--- config.mk ---
export PLATFORM = sky130hd
export DESIGN_NAME = win_wdog
export DESIGN_NICKNAME = d
export VERILOG_FILES = /design/src/rtl/win_wdog_pkg.sv /design/src/rtl/win_wdog_prescaler.sv /design/src/rtl/win_wdog_regif.sv /design/src/rtl/win_wdog_core.sv /design/src/rtl/win_wdog.sv
export SDC_FILE = /design/constraint.sdc
export NUM_CORES = 1
export LEC_CHECK = 0
export CORE_MARGIN = 3
export CORE_UTILIZATION = 57
export CTS_CLUSTER_DIAMETER = 50
export DETAILED_ROUTE_END_ITERATION = 12
export DONT_BUFFER_PORTS = 1
export PLACE_DENSITY = 0.75
export SLEW_MARGIN = 25
export SYNTH_ARGS = -nofsm -noshare
export SYNTH_HDL_FRONTEND = slang
export SYNTH_SLANG_ARGS = --single-unit
--- constraint.sdc ---
create_clock -name clk_i -period 1.8 [get_ports clk_i]
set_input_delay 0.09 -clock clk_i [delete_from_list [all_inputs] [get_ports clk_i]]
set_output_delay 0.09 -clock clk_i [all_outputs]
set_load 0.03 [all_outputs]
--- src/rtl/win_wdog_pkg.sv ---
package win_wdog_pkg;
  localparam int unsigned OFS_CTRL = 'h0;
  localparam int unsigned OFS_CFG  = 'h4;
  localparam int unsigned OFS_STAT = 'h8;

  typedef enum logic [1:0] {
    SEL_CTRL,
    SEL_CFG,
    SEL_STAT,
    SEL_NONE
  } reg_sel_e;
endpackage

--- src/rtl/win_wdog_prescaler.sv ---
module win_wdog_prescaler #(
  parameter int unsigned BASE_LOG2 = 12,
  parameter int unsigned SEL_W     = 2
) (
  input  logic             clk_i,
  input  logic             rst_ni,
  input  logic [SEL_W-1:0] sel_i,
  output logic             tick_o
);
  localparam int unsigned MAX_SEL = (1 << SEL_W) - 1;
  localparam int unsigned PW      = (BASE_LOG2 + MAX_SEL > 0) ? BASE_LOG2 + MAX_SEL : 1;

  logic [PW-1:0] div_q;
  logic [PW-1:0] mask;

  always_comb begin
    for (int b = 0; b < PW; b++) begin
      mask[b] = (b < int'(BASE_LOG2) + int'(sel_i));
    end
  end

  assign tick_o = ((div_q & mask) == mask);

  always_ff @(posedge clk_i or negedge rst_ni) begin
    if (!rst_ni) div_q <= '0;
    else         div_q <= div_q + 1'b1;
  end

  generate
    if (BASE_LOG2 > 0) begin : g_spaced
      AST_TICK_SPACED: assert property (@(posedge clk_i) disable iff (!rst_ni)
        tick_o && $stable(sel_i) |=> !tick_o);
    end
  endgenerate
endmodule

--- src/rtl/win_wdog_regif.sv ---
module win_wdog_regif
  import win_wdog_pkg::*;
#(
  parameter int unsigned CNT_W  = 7,
  parameter int unsigned SEL_W  = 2,
  parameter int unsigned ADDR_W = 4,
  parameter int unsigned DATA_W = 32
) (
  input  logic              clk_i,
  input  logic              rst_ni,
  input  logic              wr_en_i,
  input  logic [ADDR_W-1:0] addr_i,
  input  logic [DATA_W-1:0] wdata_i,
  input  logic [CNT_W-1:0]  cnt_i,
  input  logic              en_i,
  input  logic              flag_i,
  output logic [CNT_W-1:0]  win_o,
  output logic [SEL_W-1:0]  pre_sel_o,
  output logic              ie_o,
  output logic              wr_ctrl_o,
  output logic              wr_stat_o,
  output logic [DATA_W-1:0] rdata_o
);
  localparam int unsigned EN_BIT  = CNT_W;
  localparam int unsigned PRE_LSB = CNT_W;
  localparam int unsigned IE_BIT  = CNT_W + SEL_W;

  reg_sel_e sel;
  logic [CNT_W-1:0] win_q;
  logic [SEL_W-1:0] pre_q;
  logic             ie_q;
  logic             wr_cfg;

  always_comb begin
    unique case (int'(addr_i))
      OFS_CTRL: sel = SEL_CTRL;
      OFS_CFG:  sel = SEL_CFG;
      OFS_STAT: sel = SEL_STAT;
      default:  sel = SEL_NONE;
    endcase
  end

  assign wr_ctrl_o = wr_en_i && (sel == SEL_CTRL);
  assign wr_cfg    = wr_en_i && (sel == SEL_CFG);
  assign wr_stat_o = wr_en_i && (sel == SEL_STAT);

  always_ff @(posedge clk_i or negedge rst_ni) begin
    if (!rst_ni) begin
      win_q <= '1;
      pre_q <= '0;
      ie_q  <= 1'b0;
    end else if (wr_cfg) begin
      win_q <= wdata_i[CNT_W-1:0];
      pre_q <= wdata_i[PRE_LSB +: SEL_W];
      ie_q  <= ie_q | wdata_i[IE_BIT];
    end
  end

  always_comb begin
    rdata_o = '0;
    unique case (sel)
      SEL_CTRL: begin
        rdata_o[CNT_W-1:0] = cnt_i;
        rdata_o[EN_BIT]    = en_i;
      end
      SEL_CFG: begin
        rdata_o[CNT_W-1:0]         = win_q;
        rdata_o[PRE_LSB +: SEL_W]  = pre_q;
        rdata_o[IE_BIT]            = ie_q;
      end
      SEL_STAT: rdata_o[0] = flag_i;
      default:  rdata_o = '0;
    endcase
  end

  assign win_o     = win_q;
  assign pre_sel_o = pre_q;
  assign ie_o      = ie_q;

  AST_IE_STICKY: assert property (@(posedge clk_i) disable iff (!rst_ni)
    ie_q |=> ie_q);
endmodule

--- src/rtl/win_wdog_core.sv ---
module win_wdog_core #(
  parameter int unsigned CNT_W = 7
) (
  input  logic             clk_i,
  input  logic             rst_ni,
  input  logic             tick_i,
  input  logic             wr_ctrl_i,
  input  logic [CNT_W-1:0] wr_cnt_i,
  input  logic             wr_en_bit_i,
  input  logic             wr_stat_i,
  input  logic             wr_flag_bit_i,
  input  logic [CNT_W-1:0] win_i,
  output logic [CNT_W-1:0] cnt_o,
  output logic             en_o,
  output logic             flag_o,
  output logic             rst_req_o
);
  localparam logic [CNT_W-1:0] EARLY     = CNT_W'(1) << (CNT_W - 1);
  localparam logic [CNT_W-1:0] PRE_EARLY = EARLY + CNT_W'(1);

  logic [CNT_W-1:0] cnt_q;
  logic en_q, flag_q, req_q;
  logic win_bad, cnt_load, low_bad, timeout, req_set, flag_set;

  assign win_bad  = en_q && (cnt_q > win_i);
  assign cnt_load = wr_ctrl_i && !win_bad;
  assign low_bad  = en_q && cnt_load && !wr_cnt_i[CNT_W-1];
  assign timeout  = en_q && tick_i && !cnt_load && (cnt_q == EARLY);
  assign req_set  = (wr_ctrl_i && win_bad) || low_bad || timeout;
  assign flag_set = tick_i && !cnt_load && (cnt_q == PRE_EARLY);

  always_ff @(posedge clk_i or negedge rst_ni) begin
    if (!rst_ni) begin
      cnt_q  <= '1;
      en_q   <= 1'b0;
      flag_q <= 1'b0;
      req_q  <= 1'b0;
    end else begin
      if (cnt_load)    cnt_q <= wr_cnt_i;
      else if (tick_i) cnt_q <= cnt_q - 1'b1;
      en_q  <= en_q | (wr_ctrl_i & wr_en_bit_i);
      req_q <= req_q | req_set;
      // hardware set wins over a same-cycle software clear
      if (flag_set)                         flag_q <= 1'b1;
      else if (wr_stat_i && !wr_flag_bit_i) flag_q <= 1'b0;
    end
  end

  assign cnt_o     = cnt_q;
  assign en_o      = en_q;
  assign flag_o    = flag_q;
  assign rst_req_o = req_q;

  AST_EN_STICKY: assert property (@(posedge clk_i) disable iff (!rst_ni)
    en_q |=> en_q);
  AST_REQ_HOLD: assert property (@(posedge clk_i) disable iff (!rst_ni)
    req_q |=> req_q);
  AST_NO_REQ_DISABLED: assert property (@(posedge clk_i) disable iff (!rst_ni)
    !en_q && !req_q |=> !req_q);
  AST_WIN_REJECT: assert property (@(posedge clk_i) disable iff (!rst_ni)
    wr_ctrl_i && en_q && (cnt_q > win_i) && !tick_i |=> req_q && $stable(cnt_q));
  AST_TIMEOUT: assert property (@(posedge clk_i) disable iff (!rst_ni)
    en_q && tick_i && !wr_ctrl_i && (cnt_q == EARLY) |=> req_q);
  AST_LOW_WRITE: assert property (@(posedge clk_i) disable iff (!rst_ni)
    wr_ctrl_i && en_q && (cnt_q <= win_i) && !wr_cnt_i[CNT_W-1] |=> req_q);
  AST_EARLY_FLAG: assert property (@(posedge clk_i) disable iff (!rst_ni)
    tick_i && !wr_ctrl_i && (cnt_q == PRE_EARLY) |=> flag_q);
endmodule

--- src/rtl/win_wdog.sv ---
module win_wdog #(
  parameter int unsigned CNT_W     = 7,
  parameter int unsigned BASE_LOG2 = 12,
  parameter int unsigned SEL_W     = 2,
  parameter int unsigned ADDR_W    = 4,
  parameter int unsigned DATA_W    = 32
) (
  input  logic              clk_i,
  input  logic              rst_ni,
  input  logic              wr_en_i,
  input  logic [ADDR_W-1:0] addr_i,
  input  logic [DATA_W-1:0] wdata_i,
  output logic [DATA_W-1:0] rdata_o,
  output logic              rst_req_o,
  output logic              irq_o
);
  localparam int unsigned EN_BIT = CNT_W;

  logic [CNT_W-1:0] cnt, win;
  logic [SEL_W-1:0] pre_sel;
  logic tick, en, flag, ie, wr_ctrl, wr_stat;

  win_wdog_prescaler #(.BASE_LOG2(BASE_LOG2), .SEL_W(SEL_W)) i_pre (
    .clk_i  (clk_i),
    .rst_ni (rst_ni),
    .sel_i  (pre_sel),
    .tick_o (tick)
  );

  win_wdog_regif #(.CNT_W(CNT_W), .SEL_W(SEL_W), .ADDR_W(ADDR_W), .DATA_W(DATA_W)) i_regif (
    .clk_i     (clk_i),
    .rst_ni    (rst_ni),
    .wr_en_i   (wr_en_i),
    .addr_i    (addr_i),
    .wdata_i   (wdata_i),
    .cnt_i     (cnt),
    .en_i      (en),
    .flag_i    (flag),
    .win_o     (win),
    .pre_sel_o (pre_sel),
    .ie_o      (ie),
    .wr_ctrl_o (wr_ctrl),
    .wr_stat_o (wr_stat),
    .rdata_o   (rdata_o)
  );

  win_wdog_core #(.CNT_W(CNT_W)) i_core (
    .clk_i         (clk_i),
    .rst_ni        (rst_ni),
    .tick_i        (tick),
    .wr_ctrl_i     (wr_ctrl),
    .wr_cnt_i      (wdata_i[CNT_W-1:0]),
    .wr_en_bit_i   (wdata_i[EN_BIT]),
    .wr_stat_i     (wr_stat),
    .wr_flag_bit_i (wdata_i[0]),
    .win_i         (win),
    .cnt_o         (cnt),
    .en_o          (en),
    .flag_o        (flag),
    .rst_req_o     (rst_req_o)
  );

  assign irq_o = ie & flag;
endmodule

==> metrics.cfg <==
[yosys]
synth.distinct_cells=43
synth_top_cell_area_share=0.2453
synth.avg_cell_area_um2=10.55
synth_top_cells_by_area=dfrtp_1, dfstp_2, buf_4
yosysTopAreaCell=dfrtp_1
ys.flop_type=dfrtp_1
synth.most_common_cell=buf_4
seq_area_frac_synth=0.4171
synth_area_um2=2142
syn_inst=203
synth-edff-count=0
synthTopCellsByCount=buf_4, dfrtp_1, nor2_1
yosysWarnings=0
synthArstFlopShare=1.000
yosys_register_bits=35

[routing]
vias=1628
routed_wl_um=5170
drt_iter0_markers=182
detail_route.wl_per_cell_um=17.23
ant_nets=0
first_pass_iters=4
vias_per_cell=5.427
drc=0

[critical_path]
path_depth=8
crit_start=i_regif.win_o[2]$_DFFE_PN1P_
critPathBufInv=2
worstPathRequired_ns=2.03
critPathTopFamily=flip-flops
path_cells=inv_1, ha_4, nand3b_1, a21oi_2, o22ai_2, o21ai_4, buf_6, mux2_4
slowest_stage=dfstp_2
r2r-end=i_core.cnt_o[2]$_DFFE_PN1P_
crit_type=reg -> reg
cp-start-kind=register
rrSetupSlack_ns=-0.22
arrival_ns=2.25
cp-end-kind=register
slowest_delay_ns=0.53
r2r-start=i_regif.win_o[2]$_DFFE_PN1P_
r2r_cells=8
cp_max_fo=4

[grt]
track_usage=0.2458
antenna_found_initial=0
grt_start_max_net_pins=36
grt_pass1_vias=1656
grt.overflow.total=0
grt_pass1_wl_um=8010

[placed_design]
place_congestion=0.8641
placed_area_um2=2311
portBuffers=0
place_ws_ns=-0.3547
hpwl_um=3199

[timing]
tns_ns=-1.746
fin_ws_ns=-0.2245
fmax_ghz=0.4939
hold_violations=0
setup_viol=9
rsz0062_at_grt=yes
skew_ns=0.006807
maxSlewViolCount=0
period_needed_ns=2.025
period_share=1.125

[run]
maxCapViolCount=0

[worst_hold_path]
min-delay-start=wdata_i[6]
hold_depth=2
holdPathEnd=i_core.rst_req_o$_DFF_PN0_
worstHoldPathType=in -> reg

[clock_tree]
clock_latency_ns=0.30
cts_htree_levels=2
clockBufferDepth=2
cts_tree=built
cts-root-buf=clkbuf_8
path_clk_slew_ns=0.07
cts_buffers=5
clkSinkCount=35

[finish]
n_antenna_cell=0
design_area_um2=2731
final_layout_size_suffix_gt1_frac=0.3543
seq_area_um2=893.4
nets=302
multi_input_area_um2=1219
area_delta_synth_final_pct=27.51
fillers=195

[power]
max-vdd-ir-drop_v=0.0009173
swShare=0.3496
switchingPower_w=0.001127
p_seq_frac=0.349
power.share.clock=0.203
power.internal_w=0.002096
p_per_area_nw_per_um2=1180
leakagePower_nw=1.289
power_frac_comb=0.448

[status]
status=finished, violations left
violations=setup timing

[die]
coreArea_um2=3468
die_h_um=67.30
rows=21
pin_count=73
start_util=0.6176
die_w_um=67.30
dieArea_um2=4529

[power groups by stage]
| stage | combinational (W) | sequential [W] | clock, W |
|---|---|---|---|
| 2_1_floorplan | 0.000629 | 0.00113 | 0 |
| 3_3_place_gp | 0.000967 | 0.00109 | 0 |
| 3_5_place_dp | 0.00100 | 0.00110 | 0 |
| 4_1_cts | 0.00127 | 0.00111 | 0.000647 |
| 5_1_grt | 0.00152 | 0.00114 | 0.000703 |
| 6_report | 0.00144 | 0.00112 | 0.000654 |
[state kept, by name, indices dropped and copies added (netlist names)]
register / cells
i_pre.div_q: 15
i_core.cnt_o: 7
i_regif.win_o: 7
i_regif.pre_sel_o: 2
i_core.en_o: 1
i_core.flag_o: 1
i_core.rst_req_o: 1
i_regif.ie_o: 1
[layout by cell type (no fill, tap or decap), drive strengths merged, types with 3 or more instances in the layout]
cell and instances:
mux2i 9, nand4 6, nand3 10, a21oi 5
dfrtp 21, dfstp 14, xnor2 14, ha 10
xor2 5, mux2 16, conb 22, nor2 16
dlygate4sd3 13, buf 34, nor3 3, nand2 9
and3 4, clkbuf 7, inv 13
[routing by layer]
metal | GRT usage | share of wire
met1 | 0.2915 | 0.39
met2 | 0.4331 | 0.51
met3 | 0.06323 | 0.069
met4 | 0.07848 | 0.026
met5 | 0 | 0
[per-stage QoR]
stage | std cells | total power [W] | utilization | hold WS (ns)
3_5_place_dp | 273 | 0.002102 | 0.6663 | -0.2048
4_1_cts | 299 | 0.003031 | 0.7785 | 0.02774
5_1_grt | 300 | 0.003362 | 0.7875 | 0.05268
6_report | 300 | 0.003222 | 0.7875 | 0.04560
3_3_place_gp | 273 | 0.002058 | 0.6663 | -0.2048
2_1_floorplan | 224 | 0.001760 | - | -0.2056
[worst max path at each step]
stage                     slack [ns]                           to
after floorplan                -0.12  i_core.cnt_o[0]$_DFFE_PN1P_
after global placement         -0.26  i_core.cnt_o[4]$_DFFE_PN1P_
after detailed placement       -0.35  i_core.cnt_o[2]$_DFFE_PN1P_
after CTS                      -0.16  i_core.cnt_o[2]$_DFFE_PN1P_
after global routing           -0.29  i_core.cnt_o[3]$_DFFE_PN1P_
final                          -0.22  i_core.cnt_o[2]$_DFFE_PN1P_
[kinds of logic after synthesis]
| logic type | after synthesis | synth area share |
|---|---|---|
| and+or+nand+nor | 60 | 0.1671 |
| buffers and inverters | 38 | 0.1057 |
| DFF | 35 | 0.4171 |
| muxes | 25 | 0.1262 |
| xor gates and xnor gates | 19 | 0.07769 |
| AOI/OAI and AO/OA | 15 | 0.04614 |
| adders and majority gates | 10 | 0.05841 |
| other | 1 | 0.001751 |
[timing repair]
item / 4_1_cts / 5_1_grt
gates resized for setup: 21 / 3
endpoints found under the hold margin: 53 / 0
hold buffers: 14 / 0
pin swaps: 6 / 6
setup endpoints to repair: 9 / 9
setup buffers: 4 / 1
[final cells by class]
class	instances	share of cell area
clock buffers	7	0.03527
inverters	13	0.01787
flip-flops and latches	35	0.3271
multi-input cells	151	0.4462
well taps	46	0.02107
repair buffers	47	0.1498
clock inverters	1	0.002749
Power figures use the tool's default switching activity.
